**config.mk**
```make
export PLATFORM = sky130hd
export DESIGN_NAME = eff_addr_gen
export DESIGN_NICKNAME = d
export VERILOG_FILES = /design/src/rtl/eag_pkg.sv /design/src/rtl/eag_mode_dec.sv /design/src/rtl/eag_offset.sv /design/src/rtl/eag_sum.sv /design/src/rtl/eag_out_reg.sv /design/src/rtl/eff_addr_gen.sv
export SDC_FILE = /design/constraint.sdc
export NUM_CORES = 1
export LEC_CHECK = 0
export CORE_UTILIZATION = 45
export CTS_BUF_LIST = sky130_fd_sc_hd__clkbuf_8
export DETAILED_ROUTE_END_ITERATION = 10
export GPL_TIMING_DRIVEN = 0
export PLACE_DENSITY = 0.89
export RECOVER_POWER = 50
export REMOVE_ABC_BUFFERS = 1
export SLEW_MARGIN = 20
export SYNTH_ARGS = -nofsm -noshare
export SYNTH_HDL_FRONTEND = slang
export SYNTH_SLANG_ARGS = --single-unit
```
**constraint.sdc**
```tcl
create_clock -name clk -period 11.7 [get_ports clk]
set_input_delay 2.925 -clock clk [delete_from_list [all_inputs] [get_ports clk]]
set_output_delay 2.925 -clock clk [all_outputs]
set_load 0.05 [all_outputs]
```
**src/rtl/eag_pkg.sv**
```systemverilog
// Package: shared types for the effective address generator.
// Holds the mode codes, the base and offset selector types, and small
// helper functions. Assumes a 4-bit mode field.
package eag_pkg;

    localparam int MODE_W = 4;

    typedef enum logic [MODE_W-1:0] {
        M_PAGE0   = 4'd0,
        M_FULL    = 4'd1,
        M_IX      = 4'd2,
        M_IX_B    = 4'd3,
        M_IX_W    = 4'd4,
        M_IX_INC  = 4'd5,
        M_IXB_INC = 4'd6,
        M_IXW_INC = 4'd7,
        M_SP_B    = 4'd8,
        M_SP_W    = 4'd9,
        M_REL     = 4'd10
    } mode_e;

    typedef enum logic [1:0] {
        BASE_ZERO = 2'd0,
        BASE_HX   = 2'd1,
        BASE_SP   = 2'd2,
        BASE_PC   = 2'd3
    } base_e;

    typedef enum logic [1:0] {
        OFF_NONE = 2'd0,
        OFF_ZB   = 2'd1,
        OFF_SB   = 2'd2,
        OFF_WORD = 2'd3
    } off_e;

    typedef struct packed {
        base_e base;
        off_e  off;
        logic  inc;
        logic  legal;
    } ctl_t;

    // True for the three indexed forms that advance the index pair.
    function automatic logic mode_is_inc(logic [MODE_W-1:0] m);
        return (m == M_IX_INC) || (m == M_IXB_INC) || (m == M_IXW_INC);
    endfunction

endpackage

```
**src/rtl/eag_mode_dec.sv**
```systemverilog
// Module: mode decoder.
// Maps a mode code onto a base selector, an offset selector, a
// post-increment flag and a legality flag. Purely combinational.
// Assumes codes above M_REL are reserved.
module eag_mode_dec
    import eag_pkg::*;
(
    input  logic [MODE_W-1:0] mode,
    output ctl_t              ctl
);

    // Decode the mode into base/offset selection.
    always_comb begin
        ctl       = '{base: BASE_ZERO, off: OFF_NONE, inc: 1'b0, legal: 1'b1};
        ctl.inc   = mode_is_inc(mode);
        case (mode)
            M_PAGE0:   begin ctl.base = BASE_ZERO; ctl.off = OFF_ZB;   end
            M_FULL:    begin ctl.base = BASE_ZERO; ctl.off = OFF_WORD; end
            M_IX,
            M_IX_INC:  begin ctl.base = BASE_HX;   ctl.off = OFF_NONE; end
            M_IX_B,
            M_IXB_INC: begin ctl.base = BASE_HX;   ctl.off = OFF_ZB;   end
            M_IX_W,
            M_IXW_INC: begin ctl.base = BASE_HX;   ctl.off = OFF_WORD; end
            M_SP_B:    begin ctl.base = BASE_SP;   ctl.off = OFF_ZB;   end
            M_SP_W:    begin ctl.base = BASE_SP;   ctl.off = OFF_WORD; end
            M_REL:     begin ctl.base = BASE_PC;   ctl.off = OFF_SB;   end
            default:   begin ctl.legal = 1'b0;     ctl.inc = 1'b0;     end
        endcase
    end

endmodule

```
**src/rtl/eag_offset.sv**
```systemverilog
// Module: operand extension.
// Builds the zero-extended byte, the sign-extended byte and the word
// from the operand bytes. Assumes ADDR_W is a multiple of BYTE_W and
// at least twice BYTE_W; bytes above the two operands are zero.
module eag_offset #(
    parameter int ADDR_W = 16,
    parameter int BYTE_W = 8
) (
    input  logic [BYTE_W-1:0] opnd_hi,
    input  logic [BYTE_W-1:0] opnd_lo,
    output logic [ADDR_W-1:0] off_zb,
    output logic [ADDR_W-1:0] off_sb,
    output logic [ADDR_W-1:0] off_word
);

    localparam int PAD_B = ADDR_W - BYTE_W;
    localparam int PAD_W = ADDR_W - 2 * BYTE_W;

    // Zero and sign extension of the single byte.
    always_comb begin
        off_zb = {{PAD_B{1'b0}}, opnd_lo};
        off_sb = {{PAD_B{opnd_lo[BYTE_W-1]}}, opnd_lo};
    end

    // Word form: padded only when the address is wider than two bytes.
    generate
        if (PAD_W > 0) begin : g_pad
            assign off_word = {{PAD_W{1'b0}}, opnd_hi, opnd_lo};
        end else begin : g_exact
            assign off_word = {opnd_hi, opnd_lo};
        end
    endgenerate

endmodule

```
**src/rtl/eag_sum.sv**
```systemverilog
// Module: base/offset adder.
// Selects a base and an offset and adds them modulo 2**ADDR_W. Also
// forms the branch destination and the incremented index on adders of
// their own, so that no path goes through the mode mux twice.
module eag_sum
    import eag_pkg::*;
#(
    parameter int ADDR_W = 16
) (
    input  ctl_t              ctl,
    input  logic [ADDR_W-1:0] hx,
    input  logic [ADDR_W-1:0] sp,
    input  logic [ADDR_W-1:0] pc_next,
    input  logic [ADDR_W-1:0] off_zb,
    input  logic [ADDR_W-1:0] off_sb,
    input  logic [ADDR_W-1:0] off_word,
    output logic [ADDR_W-1:0] ea_c,
    output logic [ADDR_W-1:0] br_c,
    output logic [ADDR_W-1:0] hx_inc_c
);

    logic [ADDR_W-1:0] base_v;
    logic [ADDR_W-1:0] off_v;

    // Base selection.
    always_comb begin
        case (ctl.base)
            BASE_HX:  base_v = hx;
            BASE_SP:  base_v = sp;
            BASE_PC:  base_v = pc_next;
            default:  base_v = '0;
        endcase
    end

    // Offset selection.
    always_comb begin
        case (ctl.off)
            OFF_ZB:   off_v = off_zb;
            OFF_SB:   off_v = off_sb;
            OFF_WORD: off_v = off_word;
            default:  off_v = '0;
        endcase
    end

    // Address sums; carries beyond ADDR_W are discarded.
    always_comb begin
        ea_c     = base_v + off_v;
        br_c     = pc_next + off_sb;
        hx_inc_c = hx + {{(ADDR_W-1){1'b0}}, 1'b1};
    end

endmodule

```
**src/rtl/eag_out_reg.sv**
```systemverilog
// Module: output register stage.
// Captures the results of an accepted request. Data registers hold
// their values between requests; the strobes last one cycle.
// Synchronous active-low reset clears everything.
module eag_out_reg #(
    parameter int ADDR_W = 16
) (
    input  logic              clk,
    input  logic              rst_n,
    input  logic              accept,
    input  logic              inc,
    input  logic [ADDR_W-1:0] ea_c,
    input  logic [ADDR_W-1:0] br_c,
    input  logic [ADDR_W-1:0] hx_inc_c,
    output logic              ea_valid,
    output logic [ADDR_W-1:0] ea,
    output logic [ADDR_W-1:0] br_target,
    output logic [ADDR_W-1:0] hx_new,
    output logic              hx_we
);

    // Strobes: high for exactly the cycle after an accepted request.
    always_ff @(posedge clk) begin
        if (!rst_n) begin
            ea_valid <= 1'b0;
            hx_we    <= 1'b0;
        end else begin
            ea_valid <= accept;
            hx_we    <= accept & inc;
        end
    end

    // Address registers: load on an accepted request, otherwise hold.
    always_ff @(posedge clk) begin
        if (!rst_n) begin
            ea        <= '0;
            br_target <= '0;
        end else if (accept) begin
            ea        <= ea_c;
            br_target <= br_c;
        end
    end

    // Index register copy: load only when post-increment is requested.
    always_ff @(posedge clk) begin
        if (!rst_n) begin
            hx_new <= '0;
        end else if (accept && inc) begin
            hx_new <= hx_inc_c;
        end
    end

endmodule

```
**src/rtl/eff_addr_gen.sv**
```systemverilog
// Module: effective address generator (top).
// Decodes the mode, extends the operands, adds them to the selected
// base, and registers the results one cycle after req_valid.
// Assumes all inputs are stable in the request cycle.
module eff_addr_gen
    import eag_pkg::*;
#(
    parameter int ADDR_W = 16,
    parameter int BYTE_W = 8
) (
    input  logic              clk,
    input  logic              rst_n,
    input  logic              req_valid,
    input  logic [3:0]        mode,
    input  logic [BYTE_W-1:0] opnd_hi,
    input  logic [BYTE_W-1:0] opnd_lo,
    input  logic [ADDR_W-1:0] hx,
    input  logic [ADDR_W-1:0] sp,
    input  logic [ADDR_W-1:0] pc_next,
    output logic              ea_valid,
    output logic [ADDR_W-1:0] ea,
    output logic [ADDR_W-1:0] br_target,
    output logic [ADDR_W-1:0] hx_new,
    output logic              hx_we
);

    ctl_t              ctl;
    logic [ADDR_W-1:0] off_zb, off_sb, off_word;
    logic [ADDR_W-1:0] ea_c, br_c, hx_inc_c;
    logic              accept;

    eag_mode_dec u_dec (
        .mode (mode),
        .ctl  (ctl)
    );

    eag_offset #(.ADDR_W(ADDR_W), .BYTE_W(BYTE_W)) u_off (
        .opnd_hi  (opnd_hi),
        .opnd_lo  (opnd_lo),
        .off_zb   (off_zb),
        .off_sb   (off_sb),
        .off_word (off_word)
    );

    eag_sum #(.ADDR_W(ADDR_W)) u_sum (
        .ctl      (ctl),
        .hx       (hx),
        .sp       (sp),
        .pc_next  (pc_next),
        .off_zb   (off_zb),
        .off_sb   (off_sb),
        .off_word (off_word),
        .ea_c     (ea_c),
        .br_c     (br_c),
        .hx_inc_c (hx_inc_c)
    );

    // A request is taken only when its mode code is legal.
    always_comb accept = req_valid & ctl.legal;

    eag_out_reg #(.ADDR_W(ADDR_W)) u_reg (
        .clk       (clk),
        .rst_n     (rst_n),
        .accept    (accept),
        .inc       (ctl.inc),
        .ea_c      (ea_c),
        .br_c      (br_c),
        .hx_inc_c  (hx_inc_c),
        .ea_valid  (ea_valid),
        .ea        (ea),
        .br_target (br_target),
        .hx_new    (hx_new),
        .hx_we     (hx_we)
    );

endmodule

```
==> summary.md, run 1 <==
| Metric | Value |
|---|---|
| Pre-CTS WS | `4.74 ns` |
| Total Wirelength | `11.1 mm` |
| Worst EP arrival | `6.91 ns` |
| Worst-path cell chain | `clkdlybuf4s50_1 > inv_1 > nor3_2 > a222oi_1 > inv_1 > ha_1 > a211o_1 > a21oi_1 > a211o_1 > a21oi_1 > or4_1 > a32o_1` |
| Outcome | `complete, no violations` |
| Post-synth EDFFs | `0` |
| Yosys cell types | `54` |
| Worst reg2reg startpoint | `u_reg.ea[14]` |
| Vias per cell | `5.78` |
| Global placement routability congestion | `1.01` |
| Synth Area per Inst | `7.74 um^2` |
| Initial Utilization | `46.4%` |
| Area of the multi-input gates | `0.00260 mm^2` |
| Leak pwr | `2.24 nW` |
| Syn. warnings | `0` |
| Final setup fails | `0` |
| Vias in the first global route | `3692` |
| Pwr dens | `98.6 mW/mm^2` |
| First-pass GRT wire length | `17.4 mm` |
| Kind of end point of the critical path | `register` |
| Layout Cells excl Fill | `705` |
| Max-slew violations | `0` |
| Core area | `0.00822 mm^2` |
| CTS tree | `done` |
| Peak supply drop | `0.0542 mV` |
| Worst-margin pin slew | `1.06 ns` |
| Slew headroom | `29.2%` |
| Synth async-reset ratio | `0%` |
| Routed wire per std cell | `15.7 um` |
| CTS Hold Buffers Added | `0` |
| Setup Total Neg Slack | `0 ns` |
| CP delay by family, top | `compound AO/OA/AOI/OAI gates` |
| 1st-iter DRT viols | `374` |
| Sequential cell area | `0.00100 mm^2` |
| Grt total ovfl | `0` |
| Clock Skew | `0 ns` |
| Nets@finish | `703` |
| Global-route usage over all layers | `25.1%` |
| Synth Register Bits | `50` |
| Port bufs | `120` |
| Critical Setup Path Class | `input port to register` |
| Fill cell count | `758` |
| CTS HTree Levels | `2` |
| Clk buf depth | `2` |
| Top_reg_cell synth | `dfxtp_1` |
| CTS Buf Count | `5` |
| Dpl hpwl | `8.74 mm` |
| Routed Antenna Nets | `0` |
| Worst Path Max Fanout | `15` |
| Die width | `94.1 um` |
| Postcts setup bufs | `0` |
| Largest net degree at the start of global routing | `42` |
| Setup crit start | `mode[3]` |
| Initial antenna violation count | `0` |
| MaxCap Viol Count | `0` |
| Commonest cells post-synth | `dfxtp_1 (50), nand2_1 (48), nor2_1 (47)` |
| Vias | `4073` |
| # DRC | `0` |
| Layout cells sized above 1 | `3.67%` |
| Syn Inst Count | `493` |
| Final worst path period share | `57.1%` |
| Buf/Inv on CP | `3` |
| Post-synthesis cell area | `0.00381 mm^2` |
| Min Tclk post-route | `6.68 ns` |
| Final Hold Fails | `0` |
| Area share of the largest cell type after synthesis | `26.2%` |
| PostCTS Resize Cnt | `0` |
| Sequential share of the synthesized area | `26.2%` |
| Worst skew pair latency | `0.32 ns` |
| CP max stage delay | `0.75 ns` |
| Diodes inserted | `0` |
| DP Cell Count | `697` |
| # rows | `33` |
| Fin Hold WS | `0.461 ns` |
| CTS Root Cell | `clkbuf_8` |
| Area Overhead vs Synth | `35.4%` |
| Final worst slack | `5.02 ns` |
| CP max-delay cell | `nor3_2` |
| Reg clk slew, reported paths | `0.10 ns` |
| Fmax | `150 MHz` |
| Die height | `94.1 um` |
| Hold Startpoint | `u_reg.ea[0]` |
| Main area contributors after synthesis | `dfxtp_1 (26%), ha_1 (10%), a21oi_1 (5.9%)` |
| Die ar. | `0.00885 mm^2` |
| Crit path required time | `11.93 ns` |
| Most common cell in the netlist | `dfxtp_1` |
| Hold WC Path Type | `register to register` |
| Largest area contributor in the netlist | `dfxtp_1` |
| Pre-antenna DRT Iters | `10` |
| Setup crit start kind | `input port` |
| Num ports | `121` |
| RSZ-0062 raised after global routing | `no` |
| Clock sinks | `50` |
-- layout make-up --
| type | instances | area share (%) |
|---|---|---|
| tap | 105 | 2.54 |
| multi-input combinational | 389 | 50.4 |
| clock buffer | 5 | 1.33 |
| inverter | 32 | 2.33 |
| timing repair buffer | 121 | 23.6 |
| clock inverter | 3 | 0.460 |
| sequential | 50 | 19.4 |
-- state kept, by name (all words and copies together), names as in the netlist --
signal,count
u_reg.hx_we,1
u_reg.ea,16
u_reg.ea_valid,1
u_reg.hx_new,16
u_reg.br_target,16
-- layer usage --
metal / vias to the layer above / share of wire, % / track usage, %
met5: - / 0 / 0
met4: 0 / 2.2 / 9.23
met3: 28 / 5.6 / 2.99
met2: 157 / 50 / 44.6
met1: 1862 / 43 / 30.7
li1: 2026 / - / -
-- report_power, final --
group	internal [mW]	switching, mW	total (mW)
Combinational	0.0858	0.127	0.212
Clock	0.0429	0.0652	0.108
Sequential	0.183	0.00621	0.189
Total	0.311	0.198	0.509
-- logic make-up (layout without fill, tap and decap cells) --
kind of cell             after synthesis  after routing  synth area share, %
XOR/XNOR                              25             25                 5.74
AO/OA/AOI/OAI                        159            159                 28.8
buffers and inverters                 54            161                 5.77
adder cells (fa/ha/maj)               33             33                 11.2
flip-flops                            50             50                 26.2
multiplexers                           3              3                0.787
AND/OR/NAND/NOR                      169            169                 21.4
-- through the flow --
step | utilization, % | area (um^2) | power, mW
2_1_floorplan | - | 3710 | 0.329
3_3_place_gp | 61.4 | 5050 | 0.402
3_5_place_dp | 61.7 | 5070 | 0.407
4_1_cts | 62.8 | 5160 | 0.516
5_1_grt | 62.8 | 5160 | 0.536
6_report | 62.8 | 5160 | 0.509
-- cells in the final DEF (no fill, tap or decap), types with 5 or more instances in the layout --
| cell | count |
|---|---|
| a21o_1 | 7 |
| a222oi_1 | 15 |
| and3_1 | 5 |
| or3_1 | 10 |
| xnor2_1 | 21 |
| o21a_1 | 8 |
| o21ai_0 | 21 |
| and2_1 | 10 |
| inv_1 | 31 |
| dfxtp_1 | 50 |
| o31ai_1 | 7 |
| nand2_1 | 48 |
| a21oi_1 | 45 |
| nor2_1 | 47 |
| nand2b_1 | 7 |
| clkbuf_8 | 5 |
| ha_1 | 31 |
| clkdlybuf4s50_1 | 70 |
| a211oi_1 | 24 |
| dlygate4sd3_1 | 50 |
| nor3_1 | 9 |
| nand3_1 | 12 |
| a21o_2 | 7 |
-- worst min-delay path, delay by kind of cell, from the launching register on --
| family | cells | cell delay [ns] |
|---|---|---|
| and+or+nand+nor | 1 | 0.05 |
| DFF | 1 | 0.32 |
| AOI/OAI and AO/OA | 1 | 0.05 |
-- worst paths after layout --
path,to,slack [ns],cells after the start
max,u_reg.ea[15],5.02,12
min,u_reg.ea[0],0.46,2
max reg2reg,u_reg.ea[14],10.62,3
min reg2reg,u_reg.ea[0],0.46,2
No activity file was read; power rests on OpenSTA's default activity.
==> inputs of run 2 (changes only) <==
--- a/config.mk
+++ b/config.mk
@@ -5,11 +5,11 @@
 export SDC_FILE = /design/constraint.sdc
 export NUM_CORES = 1
 export LEC_CHECK = 0
-export CORE_UTILIZATION = 45
+export CORE_UTILIZATION = 44
 export CTS_BUF_LIST = sky130_fd_sc_hd__clkbuf_8
 export DETAILED_ROUTE_END_ITERATION = 10
 export GPL_TIMING_DRIVEN = 0
-export PLACE_DENSITY = 0.89
+export PLACE_DENSITY = 0.91
 export RECOVER_POWER = 50
 export REMOVE_ABC_BUFFERS = 1
 export SLEW_MARGIN = 20
==> constraint.sdc (replaced) <==
create_clock -name clk -period 6 [get_ports clk]
set_input_delay 1.5 -clock clk [delete_from_list [all_inputs] [get_ports clk]]
set_output_delay 1.5 -clock clk [all_outputs]
set_load 0.05 [all_outputs]
==> summary.md, run 2 (synthesized netlist as in run 1, its figures left out) <==
| Metric | Value |
|---|---|
| Reg clk slew, reported paths | `0.10 ns` |
| Global placement routability congestion | `0.996` |
| Crit path required time | `6.23 ns` |
| Fmax | `192 MHz` |
| Largest net degree at the start of global routing | `42` |
| Buf/Inv on CP | `3` |
| CTS tree | `done` |
| Routed wire per std cell | `16.0 um` |
| # rows | `33` |
| Pre-CTS WS | `0.506 ns` |
| CP delay by family, top | `compound AO/OA/AOI/OAI gates` |
| Clock sinks | `50` |
| Worst reg2reg startpoint | `u_reg.ea[14]` |
| Die ar. | `0.00905 mm^2` |
| Setup crit start kind | `input port` |
| Pwr dens | `199 mW/mm^2` |
| Area Overhead vs Synth | `35.8%` |
| Final worst slack | `0.787 ns` |
| Final setup fails | `0` |
| CP max stage delay | `0.75 ns` |
| Worst Path Max Fanout | `15` |
| Clk buf depth | `2` |
| Pre-antenna DRT Iters | `8` |
| Initial Utilization | `46.0%` |
| Setup crit start | `mode[3]` |
| Vias in the first global route | `3803` |
| RSZ-0062 raised after global routing | `no` |
| Grt total ovfl | `0` |
| First-pass GRT wire length | `17.7 mm` |
| Hold Startpoint | `u_reg.ea[3]` |
| Nets@finish | `704` |
| Worst EP arrival | `5.44 ns` |
| CTS Buf Count | `5` |
| Core area | `0.00830 mm^2` |
| Clock Skew | `0 ns` |
| Dpl hpwl | `8.84 mm` |
| Setup Total Neg Slack | `0 ns` |
| PostCTS Resize Cnt | `0` |
| 1st-iter DRT viols | `414` |
| Vias per cell | `5.76` |
| Leak pwr | `2.24 nW` |
| Num ports | `121` |
| Commonest non-fill, non-tap cell in the layout | `clkdlybuf4s50_1` |
| Slew headroom | `33.6%` |
| Largest registers in the final layout | `u_reg.br_target x16, u_reg.ea x16, u_reg.hx_new x16` |
| Total Wirelength | `11.3 mm` |
| Routed Antenna Nets | `0` |
| Worst skew pair latency | `0.31 ns` |
| CTS Hold Buffers Added | `0` |
| Vias | `4069` |
| Critical Setup Path Class | `input port to register` |
| Global-route usage over all layers | `24.9%` |
| Worst-path cell chain | `clkdlybuf4s50_1 > inv_1 > nor3_2 > a222oi_1 > inv_1 > ha_1 > a211o_1 > a21oi_1 > a211o_1 > a21oi_1 > or4_1 > a32o_1` |
| # DRC | `0` |
| Layout cells sized above 1 | `3.49%` |
| Max-slew violations | `0` |
| CTS HTree Levels | `2` |
| Hold WC Path Type | `register to register` |
| Postcts setup bufs | `0` |
| CTS Root Cell | `clkbuf_8` |
| CP max-delay cell | `nor3_2` |
| Final worst path period share | `86.9%` |
| Most frequent cells in the layout | `clkdlybuf4s50_1 (72), dfxtp_1 (50), nand2_1 (48), dlygate4sd3_1 (48), nor2_1 (47)` |
| Outcome | `complete, no violations` |
| Die height | `95.1 um` |
| Die width | `95.1 um` |
| MaxCap Viol Count | `0` |
| Min Tclk post-route | `5.21 ns` |
| Worst-margin pin slew | `0.996 ns` |
| Initial antenna violation count | `0` |
| Peak supply drop | `0.153 mV` |
| Final Hold Fails | `0` |
| Port bufs | `120` |
| Diodes inserted | `0` |
| Kind of end point of the critical path | `register` |
-- run 2: cell count changes in the layout (fill, tap and decap cells not counted) --
| cell | previous run | this run |
|---|---|---|
| clkdlybuf4s50_1 | 70 | 72 |
| dlygate4sd3_1 | 50 | 48 |
| buf_6 | 0 | 1 |
| buf_8 | 1 | 0 |
| bufinv_16 | 0 | 1 |
| clkbuf_1 | 0 | 1 |
| clkinvlp_4 | 2 | 1 |
| inv_1 | 31 | 32 |
| inv_6 | 1 | 0 |
-- run 2: power breakdown --
part	internal, mW	switching (mW)
clock network	0.123	0.122
logic	0.168	0.248
registers	0.356	0.0118
total	0.647	0.382
-- run 2: per-stage QoR --
stage	total power [mW]	cell area, um^2	utilization, %	std cells	hold slack (ns)
after floorplan	0.641	3710	-	471	0.677
after global placement	0.785	5050	60.8	696	0.437
after detailed placement	0.795	5070	61.1	697	0.444
after CTS	1.04	5180	62.4	705	0.457
after global routing	1.08	5180	62.4	706	0.476
final	1.03	5180	62.4	706	0.454
-- run 2: final timing paths --
check	slack, ns	end	cells after the start
setup reg to reg	4.90	u_reg.ea[14]	3
setup / recovery	0.79	u_reg.ea[15]	12
hold / removal	0.45	u_reg.ea[3]	2
hold reg to reg	0.45	u_reg.ea[3]	2
-- run 2: worst min-delay path, cell delays in order (launching register included) --
cell     delay, ns
dfxtp_1       0.32
nand2_1       0.05
a21oi_1       0.05
-- run 2: metal layers --
layer	part of all wire, %	track usage, %
met5	0	0
met4	0.94	7.20
met3	5.7	3.03
met2	50	44.5
met1	43	31.2
-- run 2: cell type report --
cell class	count	area, um^2
Clock buffer	5	68.8
Sequential cell	50	1000
Multi-Input combinational cell	389	2600
Clock inverter	3	41.3
Timing Repair Buffer	122	1220
Tap cell	105	131
Fill cell	768	3120
Inverter	32	120
==> inputs of run 3 (changes only) <==
--- a/config.mk
+++ b/config.mk
@@ -5,11 +5,12 @@
 export SDC_FILE = /design/constraint.sdc
 export NUM_CORES = 1
 export LEC_CHECK = 0
-export CORE_UTILIZATION = 44
+export CORE_UTILIZATION = 60
 export CTS_BUF_LIST = sky130_fd_sc_hd__clkbuf_8
 export DETAILED_ROUTE_END_ITERATION = 10
+export DONT_BUFFER_PORTS = 1
 export GPL_TIMING_DRIVEN = 0
-export PLACE_DENSITY = 0.91
+export PLACE_DENSITY = 0.9
 export RECOVER_POWER = 50
 export REMOVE_ABC_BUFFERS = 1
 export SLEW_MARGIN = 20
==> summary.md, run 3 (synthesized netlist as in run 1, its figures left out) <==
| Metric | Value |
|---|---|
| Outcome | `complete, but fails checks` |
| Failing checks | `capacitance limit, slew limit` |
| Total Wirelength | `10.0 mm` |
| Critical Setup Path Class | `input port to register` |
| # DRC | `0` |
| Pre-CTS WS | `1.23 ns` |
| Final setup fails | `0` |
| Setup crit start kind | `input port` |
| Crit path required time | `6.20 ns` |
| Worst-path cell chain | `inv_1 > nor3_2 > a222oi_1 > inv_1 > ha_1 > inv_1 > fa_1 > nand2b_1 > a21oi_1 > or3_1 > a21oi_1 > o2111ai_1 > or3b_2` |
| Kind of end point of the critical path | `register` |
| First-pass GRT wire length | `15.3 mm` |
| Leak pwr | `1.66 nW` |
| PostCTS Resize Cnt | `0` |
| Die ar. | `0.00668 mm^2` |
| 1st-iter DRT viols | `310` |
| Most common cell on crit path | `inv_1` |
| CTS Hold Buffers Added | `0` |
| Postcts setup bufs | `0` |
| Clock Skew | `0 ns` |
| Worst skew pair latency | `0.32 ns` |
| Initial antenna violation count | `0` |
| Peak supply drop | `0.130 mV` |
| Area Overhead vs Synth | `3.15%` |
| Global placement routability congestion | `1.00` |
| Nets@finish | `583` |
| Dpl hpwl | `7.73 mm` |
| Layout cells sized above 1 | `4.17%` |
| Worst Path Max Fanout | `15` |
| Vias | `3616` |
| Final worst path period share | `75.2%` |
| Clock sinks | `50` |
| Most frequent cells in the layout | `dfxtp_1 (50), nand2_1 (48), nor2_1 (47)` |
| Final worst slack | `1.49 ns` |
| Worst-margin pin slew | `1.50 ns` |
| Hold WC Path Type | `register to register` |
| Slew headroom | `-0.989%` |
| CTS Root Cell | `clkbuf_8` |
| Vias per cell | `6.52` |
| CP delay by family, top | `simple AND/OR/NAND/NOR gates` |
| Routed wire per std cell | `18.1 um` |
| Die width | `81.7 um` |
| Min Tclk post-route | `4.51 ns` |
| CTS HTree Levels | `2` |
| Pre-antenna DRT Iters | `6` |
| Global-route usage over all layers | `29.6%` |
| Final Hold Fails | `0` |
| Instance count on the critical path | `13` |
| Grt total ovfl | `0` |
| Die height | `81.7 um` |
| CTS tree | `done` |
| Total power | `928 uW` |
| Reg clk slew, reported paths | `0.10 ns` |
| Placement Cell Area | `0.00383 mm^2` |
| Max-slew violations | `1` |
| R2R cell count | `3` |
| Hold path depth | `2` |
| Clk buf depth | `2` |
| Routed Antenna Nets | `0` |
| Final instance area | `0.00394 mm^2` |
| CP max stage delay | `0.73 ns` |
| MaxCap Viol Count | `1` |
| Core area | `0.00603 mm^2` |
| Post-layout util | `65.3%` |
| RSZ-0062 raised after global routing | `no` |
| Largest registers in the final layout | `u_reg.br_target x16, u_reg.ea x16, u_reg.hx_new x16` |
| CTS Buf Count | `5` |
| Num ports | `121` |
| Diodes inserted | `0` |
| Buf/Inv on CP | `3` |
| # rows | `28` |
| Worst EP arrival | `4.71 ns` |
| Commonest non-fill, non-tap cell in the layout | `dfxtp_1` |
| Fmax | `222 MHz` |
| Setup Total Neg Slack | `0 ns` |
| Pwr dens | `236 mW/mm^2` |
| Initial Utilization | `63.3%` |
| Largest net degree at the start of global routing | `42` |
| Port bufs | `0` |
| Vias in the first global route | `3214` |
| CP max-delay cell | `nor3_2` |
==> run 3: cell type report <==
type | count | area (um^2)
clock buffers | 5 | 68.8
inverters | 32 | 120
multi-input cells | 389 | 2600
fillers | 542 | 2090
repair buffers | 1 | 11.3
clock inverters | 3 | 41.3
well taps | 75 | 93.8
flip-flops and latches | 50 | 1000
==> run 3: path summary, 6_finish.rpt <==
check | startpoint | to | slack (ns)
max | mode[3] | u_reg.ea[14] | 1.49
min | u_reg.br_target[0] | u_reg.br_target[0] | 0.70
max reg2reg | u_reg.ea[14] | u_reg.ea[14] | 4.66
min reg2reg | u_reg.br_target[0] | u_reg.br_target[0] | 0.70
==> run 3: worst reg2reg max path, delay by kind of cell (launching register included) <==
family | cells | cell delay (ns)
flip-flops | 1 | 0.49
AND/OR/NAND/NOR | 3 | 0.73
==> run 3: per-layer routing <==
| layer | wire [um] | global-route usage (%) | vias to the layer above |
|---|---|---|---|
| li1 | - | - | 1781 |
| met1 | 4110 | 35.9 | 1665 |
| met2 | 4840 | 50.4 | 151 |
| met3 | 886 | 8.67 | 19 |
| met4 | 191 | 7.89 | 0 |
| met5 | 0 | 0 | - |
==> run 3: through the flow <==
step           hold slack (ns)  instances
5_1_grt                  0.728        555
2_1_floorplan            0.677        471
3_5_place_dp             0.687        547
4_1_cts                  0.701        555
3_3_place_gp             0.691        546
6_report                 0.701        555
==> run 3: power by group <==
part	total (mW)	switching, mW	leakage [nW]	internal [mW]
combinational	0.226	0.128	1.19	0.0983
sequential	0.456	0.100	0.410	0.356
clock	0.245	0.122	0.0556	0.123
total	0.928	0.350	1.66	0.577
